<file path="src/rtl/rtc_lp_pkg.sv">
package rtc_lp_pkg;
  localparam int DW     = 32;
  localparam int OFS_W  = 5;
  localparam int SEC_W  = 32;
  localparam int FRAC_W = 15;
  localparam int CNT_W  = SEC_W + FRAC_W;

  localparam logic [OFS_W-1:0] OFS_TSEC  = 5'h00;
  localparam logic [OFS_W-1:0] OFS_TFRAC = 5'h04;
  localparam logic [OFS_W-1:0] OFS_ASEC  = 5'h08;
  localparam logic [OFS_W-1:0] OFS_AFRAC = 5'h0C;
  localparam logic [OFS_W-1:0] OFS_CTRL  = 5'h10;
  localparam logic [OFS_W-1:0] OFS_STAT  = 5'h14;
  localparam logic [OFS_W-1:0] OFS_IEN   = 5'h18;

  localparam int CTRL_RUN  = 3;
  localparam int ST_BUSY   = 10;
  localparam int ST_IDLE   = 9;
  localparam int ST_DONE   = 8;
  localparam int ST_ERR    = 7;
  localparam int ST_ALARM  = 4;
  localparam int ST_NVAL   = 1;
  localparam int ST_VIOL   = 0;

  localparam logic [DW-1:0] IEN_MASK = (DW'(1) << ST_IDLE) | (DW'(1) << ST_DONE) |
                                       (DW'(1) << ST_ERR)  | (DW'(1) << ST_ALARM);

  // Offsets whose writes go through the slow-side slot.
  function automatic logic is_deferred(input logic [OFS_W-1:0] a);
    return (a == OFS_TSEC) || (a == OFS_TFRAC) || (a == OFS_ASEC) ||
           (a == OFS_AFRAC) || (a == OFS_CTRL) || (a == OFS_STAT);
  endfunction

  function automatic logic [CNT_W-1:0] count_step(input logic [CNT_W-1:0] c);
    return c + CNT_W'(1);
  endfunction

  // An all-ones seconds field disarms the compare.
  function automatic logic alarm_armed(input logic [CNT_W-1:0] a);
    return a[CNT_W-1:FRAC_W] != {SEC_W{1'b1}};
  endfunction

  function automatic logic [DW-1:0] pack_status(input logic busy, input logic done,
                                                input logic err, input logic alarm,
                                                input logic nval, input logic viol);
    logic [DW-1:0] w;
    w = '0;
    w[ST_BUSY]  = busy;
    w[ST_IDLE]  = ~busy;
    w[ST_DONE]  = done;
    w[ST_ERR]   = err;
    w[ST_ALARM] = alarm;
    w[ST_NVAL]  = nval;
    w[ST_VIOL]  = viol;
    return w;
  endfunction
endpackage

</file>
<file path="src/rtl/rtc_wr_sync.sv">
module rtc_wr_sync
  import rtc_lp_pkg::*;
#(
  parameter int SYNC_STAGES = 2
) (
  input  logic             clk,
  input  logic             rst_n,
  input  logic             wr_i,
  input  logic [OFS_W-1:0] addr_i,
  input  logic [DW-1:0]    wdata_i,
  input  logic             lp_tick_i,
  output logic             busy_o,
  output logic             accept_o,
  output logic             reject_o,
  output logic             apply_o,
  output logic [OFS_W-1:0] apply_addr_o,
  output logic [DW-1:0]    apply_data_o,
  output logic             done_o
);
  localparam int CW = $clog2(SYNC_STAGES + 1);

  logic             busy_q, pend_q, drain_q;
  logic [CW-1:0]    dcnt_q;
  logic [OFS_W-1:0] paddr_q;
  logic [DW-1:0]    pdata_q;

  assign accept_o     = wr_i && is_deferred(addr_i) && !busy_q;
  assign reject_o     = wr_i && is_deferred(addr_i) && busy_q;
  assign apply_o      = pend_q && lp_tick_i;
  assign apply_addr_o = paddr_q;
  assign apply_data_o = pdata_q;
  assign done_o       = drain_q && (dcnt_q == CW'(1));
  assign busy_o       = busy_q;

  always_ff @(posedge clk or negedge rst_n) begin
    if (!rst_n) begin
      busy_q  <= 1'b0;
      pend_q  <= 1'b0;
      drain_q <= 1'b0;
      dcnt_q  <= '0;
      paddr_q <= '0;
      pdata_q <= '0;
    end else begin
      if (accept_o) begin
        pend_q  <= 1'b1;
        busy_q  <= 1'b1;
        paddr_q <= addr_i;
        pdata_q <= wdata_i;
      end
      if (apply_o) begin
        pend_q  <= 1'b0;
        drain_q <= 1'b1;
        dcnt_q  <= CW'(SYNC_STAGES);
      end else if (drain_q) begin
        dcnt_q <= dcnt_q - CW'(1);
        if (dcnt_q == CW'(1)) begin
          drain_q <= 1'b0;
          busy_q  <= 1'b0;
        end
      end
    end
  end

  // an accepted write holds the slot and the busy flag
  a_r3_accept_holds: assert property (@(posedge clk) disable iff (!rst_n)
    accept_o |=> (busy_q && pend_q));
  // a pending write leaves the slot on the first tick
  a_r3_apply_drains: assert property (@(posedge clk) disable iff (!rst_n)
    apply_o |=> (!pend_q && drain_q && busy_q));
endmodule

</file>
<file path="src/rtl/rtc_timebase.sv">
module rtc_timebase
  import rtc_lp_pkg::*;
(
  input  logic             clk,
  input  logic             rst_n,
  input  logic             lp_tick_i,
  input  logic             apply_i,
  input  logic [OFS_W-1:0] apply_addr_i,
  input  logic [DW-1:0]    apply_data_i,
  input  logic             halt_i,
  output logic [CNT_W-1:0] cnt_o,
  output logic [CNT_W-1:0] alm_o,
  output logic             run_o,
  output logic             hit_o
);
  logic [CNT_W-1:0] cnt_q, alm_q, cnt_next;
  logic             run_q, seeded_q;
  logic             cnt_wr, step_en;

  assign cnt_wr   = apply_i && ((apply_addr_i == OFS_TSEC) || (apply_addr_i == OFS_TFRAC));
  assign step_en  = lp_tick_i && run_q && seeded_q && !halt_i && !cnt_wr;
  assign cnt_next = count_step(cnt_q);
  assign hit_o    = step_en && alarm_armed(alm_q) && (cnt_next == alm_q);

  assign cnt_o = cnt_q;
  assign alm_o = alm_q;
  assign run_o = run_q;

  always_ff @(posedge clk or negedge rst_n) begin
    if (!rst_n) begin
      cnt_q    <= '0;
      alm_q    <= {{SEC_W{1'b1}}, {FRAC_W{1'b0}}};
      run_q    <= 1'b0;
      seeded_q <= 1'b0;
    end else begin
      if (step_en) cnt_q <= cnt_next;
      if (apply_i) begin
        case (apply_addr_i)
          OFS_TSEC: begin
            cnt_q    <= {apply_data_i[SEC_W-1:0], cnt_q[FRAC_W-1:0]};
            seeded_q <= 1'b1;
          end
          OFS_TFRAC: cnt_q <= {cnt_q[CNT_W-1:FRAC_W], apply_data_i[FRAC_W-1:0]};
          OFS_ASEC:  alm_q <= {apply_data_i[SEC_W-1:0], alm_q[FRAC_W-1:0]};
          OFS_AFRAC: alm_q <= {alm_q[CNT_W-1:FRAC_W], apply_data_i[FRAC_W-1:0]};
          OFS_CTRL:  run_q <= apply_data_i[CTRL_RUN];
          default: ;
        endcase
      end
    end
  end

  // with no step and no counter write, the counter holds
  a_r8_hold: assert property (@(posedge clk) disable iff (!rst_n)
    (!step_en && !cnt_wr) |=> $stable(cnt_q));
  // a step moves the counter by exactly one
  a_r8_step: assert property (@(posedge clk) disable iff (!rst_n)
    step_en |=> (cnt_q == count_step($past(cnt_q))));
endmodule

</file>
<file path="src/rtl/rtc_flags.sv">
module rtc_flags
  import rtc_lp_pkg::*;
(
  input  logic             clk,
  input  logic             rst_n,
  input  logic             wr_i,
  input  logic             rd_i,
  input  logic [OFS_W-1:0] addr_i,
  input  logic [DW-1:0]    wdata_i,
  input  logic             apply_i,
  input  logic [OFS_W-1:0] apply_addr_i,
  input  logic [DW-1:0]    apply_data_i,
  input  logic             busy_i,
  input  logic             done_i,
  input  logic             reject_i,
  input  logic             hit_i,
  input  logic             tamper_i,
  output logic [DW-1:0]    stat_o,
  output logic [DW-1:0]    ien_o,
  output logic             irq_o
);
  logic          done_q, err_q, alarm_q, nval_q, viol_q;
  logic [DW-1:0] ien_q, clr;
  logic          stat_rd;

  assign clr     = (apply_i && (apply_addr_i == OFS_STAT)) ? apply_data_i : '0;
  assign stat_rd = rd_i && (addr_i == OFS_STAT);
  assign stat_o  = pack_status(busy_i, done_q, err_q, alarm_q, nval_q, viol_q);
  assign ien_o   = ien_q;
  assign irq_o   = |(stat_o & ien_q);

  always_ff @(posedge clk or negedge rst_n) begin
    if (!rst_n) begin
      done_q  <= 1'b0;
      err_q   <= 1'b0;
      alarm_q <= 1'b0;
      nval_q  <= 1'b1;
      viol_q  <= 1'b0;
      ien_q   <= '0;
    end else begin
      if (done_i)       done_q <= 1'b1;
      else if (stat_rd) done_q <= 1'b0;
      err_q   <= (err_q   && !clr[ST_ERR])   || reject_i;
      alarm_q <= (alarm_q && !clr[ST_ALARM]) || hit_i;
      nval_q  <= (nval_q  && !clr[ST_NVAL])  || tamper_i;
      viol_q  <= (viol_q  && !clr[ST_VIOL])  || tamper_i;
      if (wr_i && (addr_i == OFS_IEN)) ien_q <= wdata_i & IEN_MASK;
    end
  end

  // a refused write raises the error flag
  a_r4_err_on_reject: assert property (@(posedge clk) disable iff (!rst_n)
    reject_i |=> stat_o[ST_ERR]);
  // a status read with no completion leaves done clear
  a_r6_read_clears: assert property (@(posedge clk) disable iff (!rst_n)
    (stat_rd && !done_i) |=> !stat_o[ST_DONE]);
  // a compare hit latches the alarm flag
  a_r9_alarm_latch: assert property (@(posedge clk) disable iff (!rst_n)
    hit_i |=> stat_o[ST_ALARM]);
  // tamper marks the contents invalid
  a_r11_tamper_flags: assert property (@(posedge clk) disable iff (!rst_n)
    tamper_i |=> (stat_o[ST_NVAL] && stat_o[ST_VIOL]));
endmodule

</file>
<file path="src/rtl/rtc_lp_top.sv">
module rtc_lp_top
  import rtc_lp_pkg::*;
#(
  parameter int SYNC_STAGES = 2
) (
  input  logic        clk,
  input  logic        rst_n,
  input  logic        bus_wr,
  input  logic        bus_rd,
  input  logic [4:0]  bus_addr,
  input  logic [31:0] bus_wdata,
  output logic [31:0] bus_rdata,
  input  logic        lp_tick,
  input  logic        tamper,
  output logic        irq
);
  logic             busy, accept, reject, apply, done, hit, run;
  logic [OFS_W-1:0] apply_addr;
  logic [DW-1:0]    apply_data, stat_word, ien_word;
  logic [CNT_W-1:0] cnt, alm;

  rtc_wr_sync #(.SYNC_STAGES(SYNC_STAGES)) u_sync (
    .clk(clk), .rst_n(rst_n), .wr_i(bus_wr), .addr_i(bus_addr), .wdata_i(bus_wdata),
    .lp_tick_i(lp_tick), .busy_o(busy), .accept_o(accept), .reject_o(reject),
    .apply_o(apply), .apply_addr_o(apply_addr), .apply_data_o(apply_data), .done_o(done)
  );

  rtc_timebase u_time (
    .clk(clk), .rst_n(rst_n), .lp_tick_i(lp_tick), .apply_i(apply),
    .apply_addr_i(apply_addr), .apply_data_i(apply_data), .halt_i(stat_word[ST_NVAL]),
    .cnt_o(cnt), .alm_o(alm), .run_o(run), .hit_o(hit)
  );

  rtc_flags u_flags (
    .clk(clk), .rst_n(rst_n), .wr_i(bus_wr), .rd_i(bus_rd), .addr_i(bus_addr),
    .wdata_i(bus_wdata), .apply_i(apply), .apply_addr_i(apply_addr),
    .apply_data_i(apply_data), .busy_i(busy), .done_i(done), .reject_i(reject),
    .hit_i(hit), .tamper_i(tamper), .stat_o(stat_word), .ien_o(ien_word), .irq_o(irq)
  );

  always_comb begin
    bus_rdata = '0;
    case (bus_addr)
      OFS_TSEC:  bus_rdata = cnt[CNT_W-1:FRAC_W];
      OFS_TFRAC: bus_rdata = {{(DW-FRAC_W){1'b0}}, cnt[FRAC_W-1:0]};
      OFS_ASEC:  bus_rdata = alm[CNT_W-1:FRAC_W];
      OFS_AFRAC: bus_rdata = {{(DW-FRAC_W){1'b0}}, alm[FRAC_W-1:0]};
      OFS_CTRL:  bus_rdata = DW'(run) << CTRL_RUN;
      OFS_STAT:  bus_rdata = stat_word;
      OFS_IEN:   bus_rdata = ien_word;
      default:   bus_rdata = '0;
    endcase
  end

  // done appears on the same edge where busy falls
  a_r3_done_at_release: assert property (@(posedge clk) disable iff (!rst_n)
    $fell(busy) |-> stat_word[ST_DONE]);
  // an enable write on an idle block keeps it idle
  a_r5_ien_direct: assert property (@(posedge clk) disable iff (!rst_n)
    (bus_wr && (bus_addr == OFS_IEN) && !busy) |=> !busy);
  // an unmapped write never occupies the slot
  a_r13_unmapped_ignored: assert property (@(posedge clk) disable iff (!rst_n)
    (bus_wr && !is_deferred(bus_addr) && !busy) |=> !busy);
  // accept and refuse are exclusive
  a_r3_accept_xor_reject: assert property (@(posedge clk) disable iff (!rst_n)
    !(accept && reject));
endmodule

</file>
<file path="config.mk">
export PLATFORM = sky130hd
export DESIGN_NAME = rtc_lp_top
export DESIGN_NICKNAME = d
export VERILOG_FILES = /design/src/rtl/rtc_lp_pkg.sv /design/src/rtl/rtc_wr_sync.sv /design/src/rtl/rtc_timebase.sv /design/src/rtl/rtc_flags.sv /design/src/rtl/rtc_lp_top.sv
export SDC_FILE = /design/constraint.sdc
export NUM_CORES = 1
export LEC_CHECK = 0
export ABC_AREA = 1
export BUFFER_PORTS_ARGS = -buffer_cell sky130_fd_sc_hd__buf_2
export CAP_MARGIN = 15
export CORE_MARGIN = 5
export CORE_UTILIZATION = 53
export CTS_CLUSTER_DIAMETER = 60
export CTS_CLUSTER_SIZE = 30
export DETAILED_ROUTE_END_ITERATION = 8
export GPL_ROUTABILITY_DRIVEN = 0
export PLACE_DENSITY = 0.83
export SYNTH_ARGS = -nofsm -noshare
export SYNTH_HDL_FRONTEND = slang
export SYNTH_SLANG_ARGS = --single-unit
</file>
<file path="constraint.sdc">
create_clock -name clk -period 5.6 [get_ports clk]
set_input_delay 0.56 -clock clk [delete_from_list [all_inputs] [get_ports clk]]
set_output_delay 0.56 -clock clk [all_outputs]
set_load 0.02 [all_outputs]
</file>
* Yosys cells after proc, flatten, opt, wreduce, memory -nomap -nowiden
Index checks and enable logic that the tools add are counted.
** Operators by class
- Add/sub/neg operators :: 2
- Equal/unequal tests :: 16
- Muxes and demuxes :: 19
- Bitwise operators :: 4
- Reduce and logical (&&, ||, !) cells :: 46
** Operators with widths (count)
- $pmux W32 S7 :: 1
- $pmux W47 S2 :: 2
- $mux W47 :: 2
- $add A47 B1 Y47 const B :: 1
- $eq A47 B47 Y1 :: 1
- $ne A32 B32 Y1 const B :: 1
- $reduce_or A32 Y1 :: 1
- $eq A5 B5 Y1 const B :: 5
- $eq A5 B4 Y1 const B :: 4
- $logic_and A1 B1 Y1 :: 19
- $and A11 B10 Y11 :: 1
- $mux W1 :: 11
- $eq A5 B3 Y1 const B :: 2
- $logic_not A5 Y1 :: 2
- $logic_or A1 B1 Y1 :: 10
- $mux W8 :: 1
- $logic_not A1 Y1 :: 7
- $reduce_and A3 Y1 :: 2
- $reduce_bool A2 Y1 :: 3
- $mux W2 :: 2
- $ne A2 B2 Y1 const B :: 2
- $reduce_and A2 Y1 :: 2
- $not A1 Y1 :: 3
- $eq A2 B1 Y1 const B :: 1
- $sub A2 B1 Y2 const B :: 1
** Storage, ports and cells
- Bits in registers :: 147
- Output and inout port bits :: 33
- Word-level logic and storage cells :: 105

* Depth between registers and ports, before layout
- Depth after elaboration :: 12
- Depth in mapped cells :: 18

* Cells and area by module
A second synthesis with hierarchy kept.
** Unflattened totals
- Cell total of the unflattened synthesis :: 1619
- Area, all modules :: 10777.8 um^2
** Modules (own cells, without submodules)
- rtc_timebase :: instances 1, cells an instance 993, area each 6625.1 um^2
- rtc_wr_sync :: instances 1, cells an instance 180, area each 1660.3 um^2
- rtc_lp_top :: instances 1, cells an instance 330, area each 1580.3 um^2
- rtc_flags :: instances 1, cells an instance 116, area each 912.1 um^2

* Worst setup path before layout
Ideal clock, no wire load.
- Kind :: input port to output port
- Start :: input port bus_addr[1]
- End :: output port bus_rdata[4]
- Arrival :: 1.980 ns
- Data required time :: 5.040 ns
- Setup slack :: 3.060 ns
- Stages :: 6
- Buffers on the path :: 1
- Cells stage by stage :: nor2_1 > nand3_1 > nor2_1 > inv_2 > clkbuf_1 > o21ai_0
** On the way
- Word-level cells in the longest chain between the ends :: 2
** RTL lines
- start, declared :: line rtc_lp_top.sv:10 : input logic [4:0] bus_addr,
- $eq A5 B5 Y1 (tied with other cells) :: line rtc_lp_top.sv:43 : case (bus_addr)
- $pmux W32 S7 (*) :: line rtc_lp_top.sv:43
- end, declared :: line rtc_lp_top.sv:12 : output logic [31:0] bus_rdata,
Every way passes the cells marked *; elsewhere a longest branch is shown, timed or not.

* Final worst setup path
- Start :: input port bus_addr[3]
- End :: output port bus_rdata[3]
Same word-level chain as after synthesis.

==> flow_metrics.env <==
export IMPL_place_area_mm2=0.00988
export IMPL_tightest_slew_ns=1.07
export IMPL_finalClockSkew_ns=0.00981
export IMPL_post_cts_buffers=0
export IMPL_chipWidth_um=143
export IMPL_cp_required_ns=5.04
export IMPL_power_leakage_nw=4.89
export IMPL_vias=10032
export IMPL_max_freq_ghz=0.276
export IMPL_worstPathCellList="buf_2, nor4_1, nand2_1, inv_1, a21oi_1, nand3_1, buf_2"
export IMPL_antenna_cells=0
export IMPL_sw_frac_of_total_pct=45.1
export IMPL_cts_made_buffers=17
export IMPL_drt_iter0_drc=1430
export IMPL_final_hold_viol_count=0
export IMPL_switchingPower_w=0.00250
export IMPL_insertion_delay_ns=0.43
export IMPL_peakVddDrop_uv=274
export IMPL_cp_max_fo=20
export IMPL_ys_warn_count=0
export IMPL_yosysSeqAreaShare_pct=39.9
export IMPL_dr_pass1_iters=9
export IMPL_antenna_found_initial=0
export IMPL_cp_start_kind="primary input"
export IMPL_grt_pass1_vias=9426
export IMPL_status="complete, but fails checks"
export IMPL_ys_seq_elements=147
export IMPL_rows=48
export IMPL_hold_slack_ns=0.230
export IMPL_rsz0062_at_grt="false"
export IMPL_combPwrFrac_pct=38.1
export IMPL_cts_path_max_buffers=2
export IMPL_max_stage_delay_ns=0.76
export IMPL_postRouteAntennaNets=0
export IMPL_dp_slack_ns=2.17
export IMPL_final_area_mm2=0.0105
export IMPL_reg2regPathDepth=8
export IMPL_die_area_mm2=0.0203
export IMPL_powerDensity_mw_per_mm2=528
export IMPL_port_buffers=75
export IMPL_synthToLayoutAreaGrowth_pct=12.5
export IMPL_finalPower_w=0.00553
export IMPL_slew_headroom_pct=28.4
export IMPL_wl_per_cell_um=19.6
export IMPL_tns_ns=0
export IMPL_grt_max_degree=96
export IMPL_layout_drive_gt1_share_pct=13.3
export IMPL_endpoint_kind="primary output"
export IMPL_p_int_w=0.00304
export IMPL_worst_path_buf_inv=3
export IMPL_numClockSinks=147
export IMPL_postSynthCellCount=1350
export IMPL_grt_pass1_wl_um=50400
export IMPL_cts_clk_slew_worst_paths_ns=0.06
export IMPL_reg2reg_from="u_sync.apply_addr_o[1]"
export IMPL_viasPerCell=6.08
export IMPL_cts_root_buffer="clkbuf_16"
export IMPL_drcViolationCount=2
export IMPL_track_usage_pct=32.1
export IMPL_min_path_type="in2async"
export IMPL_period_share_pct=64.8
export IMPL_power_frac_clock_pct=20.5
export IMPL_cts_max_level=4
export IMPL_violations="DRC"
export IMPL_async_flop_share_pct=100
export IMPL_setup_ws_ns=1.97
export IMPL_yosysUniqueCellTypes=43
export IMPL_slowest_stage="inv_1"
export IMPL_setup_viol=0
export IMPL_die_y_um=143
export IMPL_grt_ovfl_total=0
export IMPL_synth_area_leaders="dfrtp_1 31%, nand2_1 17%, dfstp_2 9.3%"
export IMPL_crit_top_cell="buf_2"
export IMPL_synth_edf_count=0
export IMPL_syn_avg_cell_area_um2=6.90
export IMPL_coreArea_mm2=0.0173
export IMPL_critical_path_class="in2out"
export IMPL_synth_largest_area_cell="dfrtp_1"
export IMPL_r2r_slack_ns=2.31
export IMPL_cp_arrival_ns=3.07
export IMPL_fin_crit_ns=3.63
export IMPL_ios=76
export IMPL_drt_total_wl_um=32400
export IMPL_synth_main_ff_cell="dfrtp_1"
export IMPL_max_cap_violations=0
export IMPL_timing_rr_end="u_time.cnt_o[34]"
export IMPL_netlist_area_leader_share_pct=30.6
export IMPL_initial_core_util_pct=53.8
export IMPL_dpl_hpwl_um=24200
export IMPL_final_max_slew_violation_count=0
export IMPL_seqPwrFrac_pct=41.4
export IMPL_critPathTopFamily="simple AND/OR/NAND/NOR gates"
export IMPL_cts_tree="built"
export IMPL_syn_nets=1396
export IMPL_ctsHoldBuffers=0
export IMPL_cts_resized=0
export IMPL_syn_area_mm2=0.00931
export IMPL_nets=1457
[cell usage in the layout, fill, tap and decap left out, drive strengths merged, types with 4 or more instances in the layout]
cell type / n
nor2: 136
a21oi: 28
nand3b: 4
a31oi: 4
clkinv: 4
nand4: 18
o22ai: 31
nand2: 441
nor3: 7
nand3: 130
o21ai: 113
xor2: 6
dfrtp: 114
buf: 84
clkbuf: 24
o211ai: 13
o221ai: 30
inv: 175
dfstp: 33
[how the worst max path moves through the flow]
| stage | from | endpoint | slack [ns] | cells after the start |
|---|---|---|---|---|
| 3_5_place_dp | bus_addr[3] | bus_rdata[3] | 2.17 | 7 |
| 5_1_grt | bus_addr[3] | bus_rdata[8] | 1.89 | 7 |
| 2_1_floorplan | bus_addr[1] | bus_rdata[4] | 3.06 | 6 |
| 6_report | bus_addr[3] | bus_rdata[3] | 1.97 | 7 |
| 3_3_place_gp | bus_addr[3] | bus_rdata[3] | 2.21 | 7 |
| 4_1_cts | bus_addr[3] | bus_rdata[3] | 2.14 | 7 |
[flip-flops by register name, summed over array words and instances, names as in the netlist, 2 cells and up]
signal	cells
u_sync.dcnt_q	2
u_time.alm_o	47
u_sync.apply_addr_o	5
u_sync.apply_data_o	32
u_flags.ien_o	4
u_time.cnt_o	47
[cell families (layout without fill, tap and decap cells)]
family	count (synthesis)	after routing	share of synthesized area, %
AOI/OAI and AO/OA	232	232	15.0
adders and majority gates	3	3	0.403
buffers and inverters	216	290	8.83
and+or+nand+nor	740	740	34.2
DFF	147	147	39.9
xor gates and xnor gates	12	12	1.57
[cell type report]
cell class,count,area [um2]
flip-flops and latches,147,3720
clock inverters,8,104
fillers,1547,6820
repair buffers,84,462
inverters,174,653
multi-input cells,987,4780
well taps,225,282
clock buffers,24,472
[power groups by stage]
stage               Sequential (W)  Clock, W  Combinational (W)
global route               0.00232   0.00118            0.00235
CTS                        0.00224   0.00113            0.00204
finish                     0.00229   0.00113            0.00211
detailed placement         0.00225         0            0.00202
floorplan                  0.00198         0            0.00155
global placement           0.00223         0            0.00195
[synth_stat cells (3+ instances only)]
master	count
dfstp_2	33
xnor2_1	3
nand3_1	130
xnor3_1	3
o21ai_0	111
a31oi_1	4
nor2_2	10
a21oi_1	28
nand4_1	18
buf_2	3
clkbuf_1	37
o22ai_1	31
o211ai_1	13
ha_1	3
dfrtp_1	114
o221ai_1	30
nor2_4	9
inv_1	170
nor3_1	7
nand2_2	15
xor2_1	6
nor2_1	115
nand3b_1	4
inv_2	4
o2111ai_1	3
nand2_1	425
[metal layers]
layer	routed length, um	track usage, %
met3	4650	9.78
met5	0	0
met2	13500	47.3
met1	12300	43.3
met4	1890	15.2
[metrics by stage]
stage / instances / utilization [%]
3_3_place_gp: 1616 / 57.1
6_report: 1649 / 60.6
4_1_cts: 1648 / 60.5
2_1_floorplan: 1350 / -
5_1_grt: 1649 / 60.6
3_5_place_dp: 1616 / 57.1
Note: power is estimated with default switching activity, not from simulation.
